$ cat config.mk
export PLATFORM = sky130hd
export DESIGN_NAME = walkzero_gen
export DESIGN_NICKNAME = d
export VERILOG_FILES = /design/src/rtl/wz_pkg.sv /design/src/rtl/wz_sequencer.sv /design/src/rtl/wz_word_build.sv /design/src/rtl/walkzero_gen.sv
export SDC_FILE = /design/constraint.sdc
export NUM_CORES = 1
export LEC_CHECK = 0
export ABC_AREA = 0
export BUFFER_PORTS_ARGS = -buffer_cell sky130_fd_sc_hd__buf_2
export CORE_AREA = 4 4 79 81
export CTS_BUF_LIST = sky130_fd_sc_hd__clkbuf_16
export DETAILED_ROUTE_END_ITERATION = 16
export DIE_AREA = 0 0 83 85
export PLACE_DENSITY = 0.77
export SYNTH_ARGS = -nofsm -noshare
export SYNTH_HDL_FRONTEND = slang
export SYNTH_SLANG_ARGS = --single-unit
$ cat constraint.sdc
create_clock -name clk -period 2.4 [get_ports clk]
set_clock_uncertainty 0.15 [all_clocks]
set_input_delay 0.24 -clock clk [delete_from_list [all_inputs] [get_ports clk]]
set_output_delay 0.24 -clock clk [all_outputs]
set_load 0.005 [all_outputs]
$ cat src/rtl/wz_pkg.sv
package wz_pkg;

    typedef enum logic [1:0] {
        ST_IDLE,
        ST_RUN,
        ST_FINISH
    } seq_state_e;

    typedef enum logic {
        MODE_WALK = 1'b0,
        MODE_PAIR = 1'b1
    } run_mode_e;

    typedef enum logic [1:0] {
        WK_ZEROS,
        WK_ONES,
        WK_ONEZERO
    } word_kind_e;

    // Kind of word at walk step s for a bus of w bits
    function automatic word_kind_e walk_kind(input int unsigned s, input int unsigned w);
        if (s == 0 || s == w + 3)
            return WK_ZEROS;
        else if (s == 1 || s == w + 2)
            return WK_ONES;
        else
            return WK_ONEZERO;
    endfunction

endpackage

$ cat src/rtl/wz_sequencer.sv
module wz_sequencer
    import wz_pkg::*;
#(
    parameter int WIDTH = 24
) (
    input  logic                     clk,
    input  logic                     rst,
    input  logic                     start_i,
    input  logic                     mode_i,
    output word_kind_e               nxt_kind_o,
    output logic [$clog2(WIDTH)-1:0] nxt_pos_o,
    output logic                     valid_o,
    output logic                     done_o,
    output logic [$clog2(WIDTH*(WIDTH-1))-1:0] step_o,
    output run_mode_e                mode_o
);

    localparam int POS_W      = $clog2(WIDTH);
    localparam int WALK_WORDS = WIDTH + 4;
    localparam int PAIR_WORDS = WIDTH * (WIDTH - 1);
    localparam int STEP_W     = $clog2(PAIR_WORDS);
    localparam logic [STEP_W-1:0] LAST_WALK = STEP_W'(WALK_WORDS - 1);
    localparam logic [STEP_W-1:0] LAST_PAIR = STEP_W'(PAIR_WORDS - 1);
    localparam logic [POS_W-1:0]  TOP_POS   = POS_W'(WIDTH - 1);

    seq_state_e          state_q, state_d;
    run_mode_e           mode_q, mode_d;
    logic [STEP_W-1:0]   step_q, step_d;
    logic [POS_W-1:0]    lo_q, lo_d, hi_q, hi_d;
    logic                half_q, half_d;
    logic                done_q, done_d;
    word_kind_e          kind_d;
    logic [POS_W-1:0]    pos_d;
    logic                accept, last_word;

    assign accept    = start_i && (state_q != ST_RUN);
    assign last_word = (mode_q == MODE_WALK) ? (step_q == LAST_WALK) : (step_q == LAST_PAIR);

    always_comb begin
        state_d = state_q;
        mode_d  = mode_q;
        step_d  = '0;
        lo_d    = lo_q;
        hi_d    = hi_q;
        half_d  = half_q;
        done_d  = 1'b0;
        kind_d  = WK_ZEROS;
        pos_d   = '0;
        if (state_q == ST_RUN) begin
            if (last_word) begin
                state_d = ST_FINISH;
                done_d  = 1'b1;
            end else begin
                step_d = step_q + STEP_W'(1);
                if (mode_q == MODE_WALK) begin
                    kind_d = walk_kind(32'(step_d), WIDTH);
                    pos_d  = POS_W'(32'(step_d) - 2);
                end else if (!half_q) begin
                    half_d = 1'b1;
                    kind_d = WK_ONEZERO;
                    pos_d  = hi_q;
                end else begin
                    half_d = 1'b0;
                    if (hi_q == TOP_POS) begin
                        lo_d = lo_q + POS_W'(1);
                        hi_d = lo_q + POS_W'(2);
                    end else begin
                        hi_d = hi_q + POS_W'(1);
                    end
                    kind_d = WK_ONEZERO;
                    pos_d  = lo_d;
                end
            end
        end else if (accept) begin
            state_d = ST_RUN;
            mode_d  = run_mode_e'(mode_i);
            lo_d    = '0;
            hi_d    = POS_W'(1);
            half_d  = 1'b0;
            kind_d  = mode_i ? WK_ONEZERO : WK_ZEROS;
        end else begin
            state_d = ST_IDLE;
        end
    end

    always_ff @(posedge clk) begin
        if (rst) begin
            state_q <= ST_IDLE;
            mode_q  <= MODE_WALK;
            step_q  <= '0;
            lo_q    <= '0;
            hi_q    <= '0;
            half_q  <= 1'b0;
            done_q  <= 1'b0;
        end else begin
            state_q <= state_d;
            mode_q  <= mode_d;
            step_q  <= step_d;
            lo_q    <= lo_d;
            hi_q    <= hi_d;
            half_q  <= half_d;
            done_q  <= done_d;
        end
    end

    assign nxt_kind_o = kind_d;
    assign nxt_pos_o  = pos_d;
    assign valid_o    = (state_q == ST_RUN);
    assign done_o     = done_q;
    assign step_o     = step_q;
    assign mode_o     = mode_q;


    done_one_cycle_chk: assert property (@(posedge clk) disable iff (rst)
        done_o |=> !done_o);


    valid_done_excl_chk: assert property (@(posedge clk) disable iff (rst)
        !(valid_o && done_o));


    step_incr_chk: assert property (@(posedge clk) disable iff (rst)
        (valid_o && $past(valid_o)) |-> (step_o == $past(step_o) + STEP_W'(1)));


    run_mode_stable_chk: assert property (@(posedge clk) disable iff (rst)
        (valid_o && $past(valid_o)) |-> $stable(mode_o));

endmodule

$ cat src/rtl/wz_word_build.sv
module wz_word_build
    import wz_pkg::*;
#(
    parameter int WIDTH = 24
) (
    input  logic                     clk,
    input  logic                     rst,
    input  word_kind_e               kind_i,
    input  logic [$clog2(WIDTH)-1:0] pos_i,
    output logic [WIDTH-1:0]         word_o
);

    localparam int POS_W = $clog2(WIDTH);

    logic [WIDTH-1:0] word_d, word_q;

    for (genvar b = 0; b < WIDTH; b++) begin : g_bit
        assign word_d[b] = (kind_i == WK_ONES) ||
                           ((kind_i == WK_ONEZERO) && (pos_i != POS_W'(b)));
    end

    always_ff @(posedge clk) begin
        if (rst) word_q <= '0;
        else     word_q <= word_d;
    end

    assign word_o = word_q;

endmodule

$ cat src/rtl/walkzero_gen.sv
module walkzero_gen
    import wz_pkg::*;
#(
    parameter int WIDTH = 24
) (
    input  logic                                clk,
    input  logic                                rst,
    input  logic                                start_i,
    input  logic                                mode_i,
    output logic [WIDTH-1:0]                    pattern_o,
    output logic                                valid_o,
    output logic                                done_o,
    output logic [$clog2(WIDTH*(WIDTH-1))-1:0]  step_o
);

    localparam int POS_W  = $clog2(WIDTH);
    localparam int STEP_W = $clog2(WIDTH * (WIDTH - 1));

    word_kind_e        nxt_kind;
    logic [POS_W-1:0]  nxt_pos;
    run_mode_e         run_mode;

    wz_sequencer #(.WIDTH(WIDTH)) u_seq (
        .clk        (clk),
        .rst        (rst),
        .start_i    (start_i),
        .mode_i     (mode_i),
        .nxt_kind_o (nxt_kind),
        .nxt_pos_o  (nxt_pos),
        .valid_o    (valid_o),
        .done_o     (done_o),
        .step_o     (step_o),
        .mode_o     (run_mode)
    );

    wz_word_build #(.WIDTH(WIDTH)) u_word (
        .clk    (clk),
        .rst    (rst),
        .kind_i (nxt_kind),
        .pos_i  (nxt_pos),
        .word_o (pattern_o)
    );


    no_shared_zero_chk: assert property (@(posedge clk) disable iff (rst)
        (valid_o && $past(valid_o) && run_mode == MODE_PAIR)
            |-> ((~pattern_o & ~$past(pattern_o)) == '0));


    pair_single_zero_chk: assert property (@(posedge clk) disable iff (rst)
        (valid_o && run_mode == MODE_PAIR) |-> ($countones(~pattern_o) == 1));


    and_high_chk: assert property (@(posedge clk) disable iff (rst)
        (valid_o && (&pattern_o)) |->
            (run_mode == MODE_WALK &&
             (step_o == STEP_W'(1) || step_o == STEP_W'(WIDTH + 2))));


    idle_zero_chk: assert property (@(posedge clk) disable iff (rst)
        !valid_o |-> (pattern_o == '0 && step_o == '0));

endmodule

* Word-level counts from Yosys, hierarchy flattened *
Cells that the tools add are included.

word-level totals
  flip-flop bits (word level) = 49
  bits in latches = 0
  bits in writable memories = 0
  memory bits (read-only) = 0
  input bits = 4
  output and inout bits = 36
  memories kept = 0

operators by class
  add/sub/neg operators = 5
  $mul = 0
  div/mod/pow operators = 0
  order comparisons = 0
  eq/ne operators = 37
  shift-type cells = 0
  muxes and demuxes = 33
  bitwise logic cells = 1
  reductions and logical operators = 59

operators with widths
  kind                                               number
  2-to-1 mux 5 bit                                   16
  != test 5 x 4 -> 1 bit (second input constant)     8
  != test 5 bit (second input constant)              8
  == test 10 x 5 -> 1 bit (second input constant)    3
  logical OR 1 bit                                   26
  logical AND 1 bit                                  25
  != test 5 x 3 -> 1 bit (second input constant)     4
  2-to-1 mux 2 bit                                   9
  adder 10 x 1 -> 10 bit (second input constant)     1
  adder 5 x 1 -> 5 bit (second input constant)       2
  == test 10 x 1 -> 1 bit (second input constant)    1
  == test 10 bit (second input constant)             1
  logical NOT 10 bit                                 1
  != test 5 x 2 -> 1 bit (second input constant)     2
  2-to-1 mux 1 bit                                   8
  != test 2 x 1 -> 1 bit (second input constant)     4
  adder 5 x 2 -> 5 bit (second input constant)       1
  == test 5 bit (second input constant)              1
  != test 5 x 1 -> 1 bit (second input constant)     1
  nonzero test 5 bit                                 1
  subtractor 5 x 2 -> 5 bit (second input constant)  1
  == test 2 x 1 -> 1 bit (second input constant)     2
  AND reduction 4 bit                                1
  AND reduction 3 bit                                1
  7 further kinds                                    7

* Depth between registers and ports, before layout *
Gate-level depths: netlist of the first run.

  depth after elaboration = 11
  depth in mapped cells = 11
  gate-level depth less buffers = 10

* Modules after synthesis *
Synthesis of the first run repeated with hierarchy kept, for this count alone.

second synthesis, totals
  cells, all modules = 261
  area, all modules = 2,383.5 µm²

modules (own cells, without submodules)
  module         times used  cells an instance  area each (µm²)
  wz_sequencer   1           197                1,631.6
  wz_word_build  1           64                 752.0

* Worst setup path after synthesis of the first run *
Ideal clock, no wire load.

  kind = register to register
  start = register u_seq.step_q[0], in the netlist u_seq.step_o[0]
  end = register u_word.word_q[19], in the netlist u_word.word_o[19]
  arrival = 2.308 ns
  path slack = -0.179 ns
  stages on the path, launching flop included = 10
  buffers on the path = 1
  clock period less this slack = 2.579 ns
  cells stage by stage = dfxtp_1 -> inv_1 -> ha_1 -> or4_1 -> o21a_1 -> a211o_1 -> o211ai_2 -> buf_4 -> nor4b_2 -> o21ai_1

on the way
  cells in the longest elaborated chain, start to end = 11

RTL lines
  what                                                                       RTL line             source
  start, declared                                                            wz_sequencer.sv:28   logic [STEP_W-1:0] step_q, step_d;
  start signal, assigned                                                     wz_sequencer.sv:98   step_q <= step_d;
  adder 10 x 1 -> 10 bit                                                     wz_sequencer.sv:54   step_d = step_q + STEP_W'(1);
  == test 10 x 1 -> 1 bit / == test 10 x 5 -> 1 bit (equally long branches)  wz_pkg.sv:24         else if (s == 1 || s == w + 2)
  logical OR 1 bit                                                           wz_pkg.sv:24
  2-to-1 mux 2 bit                                                           wz_pkg.sv:24
  2-to-1 mux 2 bit                                                           wz_pkg.sv:22         if (s == 0 || s == w + 3)
  2-to-1 mux 2 bit                                                           wz_sequencer.sv:55   if (mode_q == MODE_WALK) begin
  2-to-1 mux 2 bit                                                           wz_sequencer.sv:50   if (last_word) begin
  2-to-1 mux 2 bit                                                           wz_sequencer.sv:49   if (state_q == ST_RUN) begin
  == test 2 bit                                                              wz_word_build.sv:19  ((kind_i == WK_ONEZERO) && (pos_i != POS_W'(b)));
  logical AND 1 bit                                                          wz_word_build.sv:19
  logical OR 1 bit (*)                                                       wz_word_build.sv:18  assign word_d[b] = (kind_i == WK_ONES) ||
  end signal, assigned                                                       wz_word_build.sv:24  else word_q <= word_d;
  end, declared                                                              wz_word_build.sv:15  logic [WIDTH-1:0] word_d, word_q;

Mark *: on every way between the ends. The rest lies on a longest branch, timed or not.
A chain may end at the register's enable or synchronous reset.

* Worst setup path after layout of the first run *
  start = register u_seq.step_q[0], in the netlist u_seq.step_o[0]
  end = register u_word.word_q[14], in the netlist u_word.word_o[14]

Same word-level chain as after synthesis.

==> qor.yml, run 1 <==
run_status:
  status: "finished, violations left"
  violations: "negative setup slack"
drt:
  dr.pass1.iters: 4
  avgRoutedWirePerCell_microns: 16.6
  avgViaCountPerCell: 5.99
  drt_wl_total_microns: 7890
  ant_nets: 0
  drtIter0Drc: 170
  drc: 0
  num_vias: 2843
cts:
  cts_buffers: 5
  cts.sinks: 49
  clock_latency_ps: 290
  ctsHoldBuffers: 0
  cts_buffer_depth: 2
  clk_pin_slew_ps: 70
  h-tree-depth: 2
  cts_tree: "done"
  root_buffer: "clkbuf_16"
finish:
  fin_cells: 475
  diodes: 0
  layout_commonest_cell: "buf_4"
  areaGrowthSynthToFinish_pct: 41.4
  drive_above_1_share: 0.427
  fillCellCount: 388
  multiInputGateArea_sq_mm: 0.00206
  final_util: 0.724
  final-seq-area_sq_um: 997
  layout_common_cells: "48 x buf_4, 42 x dfxtp_1, 39 x buf_2"
  final_nets: 415
power:
  report.power.total_uw: 2010
  p_per_area_mw_per_mm2: 507
  p_leak_uw: 0.00158
  vdd.ir_drop.worst_mv: 0.312
logic_synthesis:
  synthTopCellsByArea: "dfxtp_1 35%, o21ai_1 5.9%, nor2_1 4.3%"
  synth_fp_nets: 339
  synth.distinct_cells: 64
  async_flop_share: 0
  synthAdderAreaFrac: 0.0402
  netlist_area_sq_mm: 0.00280
  synth_top_family_by_area: "simple AND/OR/NAND/NOR gates"
  synth-edff-count: 0
  synth_compound_area_frac: 0.224
  yosys.area_share.xor_xnor: 0.0469
  yosys.area_share.simple: 0.272
  yosysWarnings: 0
  muxShareOfSynthArea: 0.00760
  yosys.area.top_type_share: 0.350
  synthCells: 326
  ys_seq_area_frac: 0.350
  avgSynthCellArea_sq_um: 8.59
  synth_seq_cells: 49
  synth_ff_type: "dfxtp_1"
  yosys.area.top_type: "dfxtp_1"
sta:
  period_minus_slack_ps: 2490
  slew_headroom: 0.527
  finalCritPeriodShare: 1.04
  rsz0062_at_grt: "yes"
  setup_viol: 2
  max_freq_mhz: 401
  hold_violations: 0
  whs_ps: 131
  worstMarginPinSlew_ps: 702
  layout_setup_ws_ps: -91.6
  slew_viol_final: 0
setup_path:
  required_ps: 2430
  arrival_ps: 2520
  path_class: "flip-flop to flip-flop"
  cp-start-kind: "flip-flop"
  endpoint_kind: "flip-flop"
  cp_max_fo: 6
floorplanning:
  rows: 27
  ios: 40
  fp.dieW_microns: 83
  start_util: 0.512
  die_area_sq_mm: 0.00706
  die_h_microns: 85
  core-area_sq_mm: 0.00547
place:
  place.gp.congestion: 0.904
  port-buffer-count: 39
  place_ws_ps: -122
  hpwl_microns: 5050
  dp.cells: 462
global_routing:
  grt_pass1_vias: 2570
  grt_antenna_before_repair: 0
  grt_usage: 0.204
  grt_overflow: 0
  grt_first_pass_wirelength_microns: 12000
  grt_max_degree: 25
flow_run:
  maxCapViolations: 0
hold_path:
  hp-class: "input pin to flip-flop"
[cell families (layout without fill, tap and decap cells)]
family / Yosys count / in the layout
flip-flops: 49 / 49
XOR/XNOR: 15 / 15
multiplexers: 2 / 2
adder cells (fa/ha/maj): 9 / 9
buffers and inverters: 32 / 108
AO/OA/AOI/OAI: 92 / 93
AND/OR/NAND/NOR: 127 / 127
[cell type report]
class	count	share of cell area
multi-input cells	246	0.520
clock inverters	3	0.00600
clock buffers	5	0.0316
repair buffers	92	0.160
flip-flops and latches	49	0.252
inverters	8	0.00821
well taps	72	0.0227
[registers in the layout, indices dropped and copies added, names as in the netlist]
signal,cells
u_seq.lo_q,5
u_word.word_o,24
u_seq.hi_q,5
u_seq.done_o,1
u_seq.half_q,1
u_seq.mode_o,1
u_seq.step_o,10
u_seq.state_q,2
[worst paths after layout]
check                                                 from                           end  slack (ps)  cells after the start
worst max-delay path            u_seq.step_o[0]$_SDFF_PP0_  u_word.word_o[14]$_SDFF_PP0_         -90                      8
worst min-delay path                                   rst     u_seq.mode_o$_SDFFE_PP0P_         130                      2
worst max register to register  u_seq.step_o[0]$_SDFF_PP0_  u_word.word_o[14]$_SDFF_PP0_         -90                      8
worst min register to register  u_seq.lo_q[2]$_SDFFE_PP0P_    u_seq.lo_q[2]$_SDFFE_PP0P_         380                      2
[metal layers]
layer  up-vias  part of all wire  global-route usage
met1      1363              0.42               0.249
li1       1375                 -                   -
met4         0             0.017              0.0639
met3        15             0.046              0.0379
met5         -                 0                   0
met2        90              0.52               0.362
[synthesized netlist by cell type (all sizes together), types with 4 or more instances]
| master | n |
|---|---|
| nor3 | 8 |
| nand3 | 8 |
| or3 | 5 |
| inv | 8 |
| nor4 | 16 |
| nand2 | 18 |
| o21ai | 37 |
| or2 | 6 |
| ha | 9 |
| a21oi | 14 |
| dfxtp | 49 |
| nor2 | 32 |
| o211ai | 4 |
| a211oi | 6 |
| nand4 | 12 |
| nor4b | 7 |
| buf | 21 |
| xnor2 | 9 |
| xor2 | 6 |
[critical path: stages (launching register included)]
cell and delay [ps]:
dfxtp_4 360, ha_4 190, or4_4 510, o21a_1 140
nand4_1 200, o211ai_4 160, buf_6 200, nor4_2 340
o21ai_1 110
[through the flow]
step,area [sq um],TNS [ps]
6_report,3960,-94.3
5_1_grt,3960,-1050
4_1_cts,3700,-15.7
3_5_place_dp,3370,-2350
3_3_place_gp,3370,-1830
2_1_floorplan,2840,0
[repair_timing]
action | in CTS | in global routing
cloned | 2 | 1
resized for setup | 23 | 49
setup endpoints to repair | 31 | 31
setup buffers | 2 | 0
pin swaps | 6 | 32
[where the power goes]
part           leakage (uW)  switching (uW)  internal [uW]
sequential         0.000406            18.0            866
combinational       0.00110             241            174
clock             0.0000747             318            392
Note: power is estimated with default switching activity, not from simulation.
==> run 2: changes to the inputs <==
--- a/config.mk
+++ b/config.mk
@@ -5,13 +5,15 @@
 export SDC_FILE = /design/constraint.sdc
 export NUM_CORES = 1
 export LEC_CHECK = 0
-export ABC_AREA = 0
+export ABC_AREA = 1
 export BUFFER_PORTS_ARGS = -buffer_cell sky130_fd_sc_hd__buf_2
+export CAP_MARGIN = 10
 export CORE_AREA = 4 4 79 81
 export CTS_BUF_LIST = sky130_fd_sc_hd__clkbuf_16
 export DETAILED_ROUTE_END_ITERATION = 16
 export DIE_AREA = 0 0 83 85
 export PLACE_DENSITY = 0.77
+export SETUP_SLACK_MARGIN = 0.4
 export SYNTH_ARGS = -nofsm -noshare
 export SYNTH_HDL_FRONTEND = slang
 export SYNTH_SLANG_ARGS = --single-unit
==> run 2 against run 1 <==
Net effect:
- the run now ends clean
- sequential power up 1%
- maximum frequency up 11%
- hold slack worse by 120 ps
- critical endpoint is now u_word.word_o[0]$_SDFF_PP0_
- flip-flop and latch count unchanged
- highest routed layer unchanged
- worst setup slack better by 260 ps
==> qor.yml, run 2 <==
finish:
  layout_commonest_cell: "nand3_1"
  drive_above_1_share: 0.434  # +0.00741
  areaGrowthSynthToFinish_pct: 37.8
  final_nets: 468  # +13%
  layout_common_cells: "52 x nand3_1, 51 x nand2_1, 41 x inv_1"
  final_util: 0.701  # -0.0231
  diodes: 0  # unchanged
  fin_cells: 528  # +11%
  largest_register_ffs: 24  # unchanged
place:
  place.gp.congestion: 0.883  # -2.3%
  hpwl_microns: 4700  # -6.9%
  port-buffer-count: 39  # unchanged
  dp.cells: 498  # +7.8%
logic_synthesis:
  synthAdderAreaFrac: 0.0405  # +0.000253
  muxShareOfSynthArea: 0  # -0.00760
  synthCells: 389  # +19%
  synth_ff_type: "dfxtp_1"
  async_flop_share: 0  # unchanged
  synth_compound_area_frac: 0.135  # -0.0890
  synth-edff-count: 0  # unchanged
  synth_seq_cells: 49  # unchanged
  ys_seq_area_frac: 0.353  # +0.00221
  netlist_area_sq_mm: 0.00278  # -0.63%
  yosys.area_share.simple: 0.367  # +0.0952
  synth_fp_nets: 402  # +19%
  yosysWarnings: 0  # unchanged
  avgSynthCellArea_sq_um: 7.15  # -17%
  synth_commonest_cells: "77 x nand3_1, 62 x nand2_1, 49 x dfxtp_1"
  yosys.area_share.xor_xnor: 0.0126  # -0.0343
  synthMostInstantiatedCell: "nand3_1"
  synth_top_family_by_area: "simple AND/OR/NAND/NOR gates"
  synth.distinct_cells: 29  # -55%
  yosys.area.top_type: "dfxtp_1"
  yosys.area.top_type_share: 0.353  # +0.00221
  synthTopCellsByArea: "dfxtp_1 35%, nand3_1 14%, nand2_1 8.4%"
setup_path:
  path_class: "flip-flop to flip-flop"
  cp-start-kind: "flip-flop"
  critical_path.max_stage_delay_ps: 360  # -150 ps
  crit_slowest_cell: "dfxtp_4"
  cp_max_fo: 8  # +2
  cp_top_family: "simple AND/OR/NAND/NOR gates"
  arrival_ps: 2240  # -280 ps
  cp.buffers_inverters: 2  # +1
  crit_chain: "ha_4 > nand2_4 > clkinv_4 > nor2_4 > inv_2 > ha_4 > nand2_4 > nand3_1 > nor2_4 > nor2_4 > nand3_1 > nand3_1 > a21oi_1"
  required_ps: 2410  # -20 ps
  endpoint_kind: "flip-flop"
hold_path:
  hp-class: "input pin to flip-flop"
sta:
  finalCritPeriodShare: 0.931  # -0.107
  worstMarginPinSlew_ps: 389  # -312 ps
  slew_viol_final: 0  # unchanged
  slew_headroom: 0.741  # +0.213
  rsz0062_at_grt: "yes"
  max_freq_mhz: 447  # +11%
  period_minus_slack_ps: 2240  # -256 ps
  setup_viol: 0  # -2
  hold_violations: 0  # unchanged
  setup_tns_ps: 0  # +94.3 ps
cts:
  root_buffer: "clkbuf_16"
  cts.sinks: 49  # unchanged
  h-tree-depth: 2  # unchanged
  cts_buffer_depth: 2  # unchanged
  cts_tree: "done"
  clk_pin_slew_ps: 70  # about the same
  clock_latency_ps: 290  # about the same
  cts_buffers: 5  # unchanged
global_routing:
  grt_antenna_before_repair: 0  # unchanged
  grt_overflow: 0  # unchanged
  grt_first_pass_wirelength_microns: 12300  # +2.1%
  grt_pass1_vias: 2683  # +4.4%
  grt_usage: 0.210  # +0.00567
  grt_max_degree: 26  # +4.0%
power:
  combPwrFrac: 0.236  # +0.030
  p_clk_frac: 0.338  # -0.016
  vdd.ir_drop.worst_mv: 0.379  # +22%
  p_leak_uw: 0.00162  # +2.2%
  p_per_area_mw_per_mm2: 548  # +8.0%
  p_switching_uw: 659  # +14%
  p_int_uw: 1440  # +0.59%
  switching_share: 0.314  # +0.0268
  seq_power_share: 0.426  # -0.014
  report.power.total_uw: 2100  # +4.5%
drt:
  ant_nets: 0  # unchanged
  avgRoutedWirePerCell_microns: 15.6  # -6.2%
  dr.pass1.iters: 6  # +2
  drt_wl_total_microns: 8230  # +4.2%
  drtIter0Drc: 317  # +86%
  avgViaCountPerCell: 5.70  # -4.8%
  drc: 0  # unchanged
  num_vias: 3007  # +5.8%
floorplanning:
  core-area_sq_mm: 0.00547  # unchanged
  rows: 27  # unchanged
  fp.dieW_microns: 83  # unchanged
  die_h_microns: 85  # unchanged
  ios: 40  # unchanged
  die_area_sq_mm: 0.00706  # unchanged
  start_util: 0.508  # -0.00320
run_status:
  status: "finished, final reports clean"
flow_run:
  maxCapViolations: 0  # unchanged
==> run 2: changes by cell type after synthesis, moves of 16 or more <==
cell,delta
nor4_1,-16
buf_2,-17
o21ai_1,-30
inv_1,+40
a21oi_2,+21
nand3_1,+69
nand2_1,+44
==> run 2: final timing paths <==
path                            cells after the start                       start  slack (ps)                     endpoint
worst min-delay path                                2                         rst          10    u_seq.mode_o$_SDFFE_PP0P_
worst max register to register                     13  u_seq.step_o[0]$_SDFF_PP0_         160  u_word.word_o[0]$_SDFF_PP0_
worst min register to register                      2  u_seq.hi_q[4]$_SDFFE_PP0P_         380   u_seq.hi_q[4]$_SDFFE_PP0P_
worst max-delay path                               13  u_seq.step_o[0]$_SDFF_PP0_         160  u_word.word_o[0]$_SDFF_PP0_
==> run 2: final cells by class <==
type                       count  area, sq um
clock inverter                 3         20.0
timing repair buffer          63          379
fill                         399         1640
clock buffer                   5          125
inverter                      49          193
tap                           72         90.1
multi-input combinational    287         2030
sequential                    49         1000
==> run 2: cells by family (layout without fill, tap and decap cells) <==
family          after synthesis  after routing
simple gates                212            218
buf+inv                      59            120
xor+xnor                      4              4
flops                        49             49
fa+ha+maj                     9              9
compound gates               56             56
==> run 2: timing repair <==
action / in CTS / in global routing
resized for setup: 37 / 53
gates cloned: 5 / 1
hold buffers: 0 / 0
endpoints found under the setup margin: 45 / 45
buffers inserted: 9 / 7
pin swaps: 29 / 31
==> run 2: routing by layer <==
metal / vias up / GRT usage / wire [microns]
li1: 1432 / - / -
met4: 0 / 0.0847 / 206
met5: - / 0 / 0
met2: 134 / 0.368 / 4250
met1: 1412 / 0.254 / 3330
met3: 29 / 0.0369 / 444
==> run 2: power groups by stage <==
stage	clock (uW)	sequential, uW	combinational, uW
finish	710	894	495
global route	739	901	540
CTS	714	893	427
detailed placement	0	912	372
global placement	0	911	364
floorplan	0	917	264
==> run 2: per-stage QoR <==
step | setup slack, ps | hold WS, ps | instance area, sq um
floorplan | 411 | 280 | 2870
global placement | 135 | 319 | 3140
detailed placement | 109 | 316 | 3140
CTS | 242 | 10.5 | 3550
global route | 16.2 | 32.8 | 3830
finish | 165 | 14.7 | 3830
==> run 3: changes to the inputs <==
--- a/config.mk
+++ b/config.mk
@@ -8,11 +8,13 @@
 export ABC_AREA = 1
 export BUFFER_PORTS_ARGS = -buffer_cell sky130_fd_sc_hd__buf_2
 export CAP_MARGIN = 10
-export CORE_AREA = 4 4 79 81
+export CELL_PAD_IN_SITES_DETAIL_PLACEMENT = 2
+export CELL_PAD_IN_SITES_GLOBAL_PLACEMENT = 2
+export CORE_AREA = 4 4 103 105
 export CTS_BUF_LIST = sky130_fd_sc_hd__clkbuf_16
 export DETAILED_ROUTE_END_ITERATION = 16
-export DIE_AREA = 0 0 83 85
-export PLACE_DENSITY = 0.77
+export DIE_AREA = 0 0 107 109
+export PLACE_DENSITY_LB_ADDON = 0.15
 export SETUP_SLACK_MARGIN = 0.4
 export SYNTH_ARGS = -nofsm -noshare
 export SYNTH_HDL_FRONTEND = slang
==> run 3 against run 2 <==
Net effect:
- critical path depth grew 2
- hold slack gained 120 ps
- non-clock buffer count grew 21
- utilization decreased by 25 points
- first-iteration DRC count fell by 70%
- global-route usage shrank 3.4 points
- sequential power hardly changed
- worst setup slack got worse by 45 ps
- via count increased by 1.7%
- maximum frequency is 2.0% lower
- design area grew 12%
- largest cell class unchanged
- largest power group unchanged
==> qor.yml, run 3 (synthesis results as in run 2) <==
run_status:
  status: "finished, final reports clean"
power:
  p_leak_uw: 0.00176  # +8.7%
  p_per_area_mw_per_mm2: 524  # -4.4%
  vdd.ir_drop.worst_mv: 0.327  # -14%
place:
  port-buffer-count: 39  # unchanged
  hpwl_microns: 6880  # +46%
  place.gp.congestion: 0.773  # -13%
setup_path:
  path_class: "flip-flop to flip-flop"
  critical_path.max_stage_delay_ps: 370  # about the same
  endpoint_kind: "flip-flop"
  crit_start: "u_seq.step_o[0]$_SDFF_PP0_"
  rr_startpoint: "u_seq.step_o[0]$_SDFF_PP0_"
  cp_max_fo: 5  # -3
  reg2regPathDepth: 15  # +2
  r2r_end: "u_word.word_o[18]$_SDFF_PP0_"
  crit_slowest_cell: "dfxtp_4"
  cp-start-kind: "flip-flop"
  ff2ff_setup_slack_ps: 120  # -40 ps
  required_ps: 2430  # +20 ps
  crit_end: "u_word.word_o[18]$_SDFF_PP0_"
  crit_chain: "ha_4 > nand2_8 > inv_8 > nor2_4 > inv_4 > buf_4 > nand3_1 > nand2_1 > nand3_2 > inv_1 > nor2_4 > buf_4 > nand3_2 > nand3_1 > a21oi_2"
  arrival_ps: 2310  # +70 ps
hold_path:
  hold_path.startpoint: "mode_i"
  hp-class: "input pin to flip-flop"
sta:
  slew_headroom: 0.726  # -0.0151
  hold_violations: 0  # unchanged
  finalCritPeriodShare: 0.950  # +0.0186
  worstMarginPinSlew_ps: 412  # +22.6 ps
  period_minus_slack_ps: 2280  # +44.6 ps
  max_freq_mhz: 439  # -2.0%
  setup_viol: 0  # unchanged
  whs_ps: 133  # +118 ps
  slew_viol_final: 0  # unchanged
  rsz0062_at_grt: "yes"
  setup_tns_ps: 0  # unchanged
finish:
  layout_common_cells: "45 x nand2_1, 43 x nand3_2, 39 x buf_2"
  final_util: 0.447  # -0.254
  largest_register_ffs: 24  # unchanged
  drive_above_1_share: 0.544  # +0.110
  areaGrowthSynthToFinish_pct: 54.8
  final_nets: 484  # +3.4%
  diodes: 0  # unchanged
  layout_commonest_cell: "nand2_1"
  fillCellCount: 1120  # +180%
drt:
  drc: 0  # unchanged
  avgRoutedWirePerCell_microns: 19.9  # +28%
  routed-wl-met3_microns: 217  # -51%
  drtIter0Drc: 96  # -70%
  num_vias: 3059  # +1.7%
  route.top_layer_used: "met4"
  avgViaCountPerCell: 5.06  # -11%
  dr_wl_met2_microns: 6530  # +54%
  wl_met1_microns: 5210  # +56%
  ant_nets: 0  # unchanged
  dr.pass1.iters: 4  # -2
  drt_wl_total_microns: 12100  # +47%
cts:
  cts_tree: "done"
  cts_buffer_depth: 2  # unchanged
  cts.sinks: 49  # unchanged
  cts_buffers: 5  # unchanged
  root_buffer: "clkbuf_16"
  ctsHoldBuffers: 0  # unchanged
  clock_latency_ps: 300  # about the same
  clk_pin_slew_ps: 80  # about the same
  h-tree-depth: 2  # unchanged
global_routing:
  grt_pass1_vias: 3127  # +17%
  grt_max_degree: 27  # +3.8%
  grt_antenna_before_repair: 0  # unchanged
  grt_usage: 0.176  # -0.0336
  grt_first_pass_wirelength_microns: 16300  # +33%
  grt_overflow: 0  # unchanged
floorplanning:
  fp.dieW_microns: 107  # +29%
  die_h_microns: 109  # +28%
  start_util: 0.289  # -0.220
  die_area_sq_mm: 0.0117  # +65%
  ios: 40  # unchanged
  core-area_sq_mm: 0.00964  # +76%
  rows: 36  # +33%
flow_run:
  maxCapViolations: 0  # unchanged
run 3: cell count changes in the layout (fill, tap and decap cells not counted), sizes merged:
| cell | delta |
|---|---|
| inv | +2 |
| nand3 | -2 |
| buf | +17 |
| nand2 | -2 |
| nor2 | -1 |
| clkbuf | +4 |
| clkinv | -2 |
run 3: metal layers:
metal / track usage / vias to the layer above
li1: - / 1453
met1: 0.226 / 1558
met2: 0.314 / 38
met4: 0.0411 / 0
met5: 0 / -
met3: 0.0231 / 10
run 3: layout make-up:
type                            count  area (sq um)  area share
Multi-Input combinational cell    282          2160       0.502
Sequential cell                    49          1000       0.233
Timing Repair Buffer               84           632       0.147
Inverter                           49           196      0.0456
Tap cell                          133           166      0.0386
Clock buffer                        5           125      0.0290
Clock inverter                      3          25.0     0.00581
run 3: how the worst min path moves through the flow:
stage	end	slack (ps)	cells past startpoint
after global routing	u_seq.mode_o$_SDFFE_PP0P_	150	3
after floorplan	u_seq.mode_o$_SDFFE_PP0P_	280	2
after CTS	u_seq.mode_o$_SDFFE_PP0P_	130	4
final	u_seq.mode_o$_SDFFE_PP0P_	130	3
after global placement	u_seq.step_o[0]$_SDFF_PP0_	330	1
after detailed placement	u_seq.step_o[0]$_SDFF_PP0_	340	1
run 3: worst max-delay path, delay by kind of cell, from the launching register on:
family	cells	cell delay, ps
buffers and inverters	5	480
AO/OA/AOI/OAI	1	50
flip-flops	1	370
AND/OR/NAND/NOR	8	890
adder cells (fa/ha/maj)	1	200
run 3: where the power goes:
group	leakage [uW]	switching, uW	internal, uW
Sequential	0.000408	28.7	867
Clock	0.0000723	364	396
Combinational	0.00128	365	235
run 3: through the flow:
stage	total power (uW)	std cells	setup slack [ps]	cell area (sq um)
floorplan	1180	389	411	2870
global placement	1320	568	174	3310
detailed placement	1330	568	118	3310
CTS	2170	592	203	3840
global route	2380	605	8.70	4310
finish	2260	605	120	4310
run 3: repair_timing:
item	in CTS	in global routing
endpoints found under the setup margin	45	45
setup buffers	16	8
cloned	0	5
gates resized for setup	66	78
pin swaps	27	22
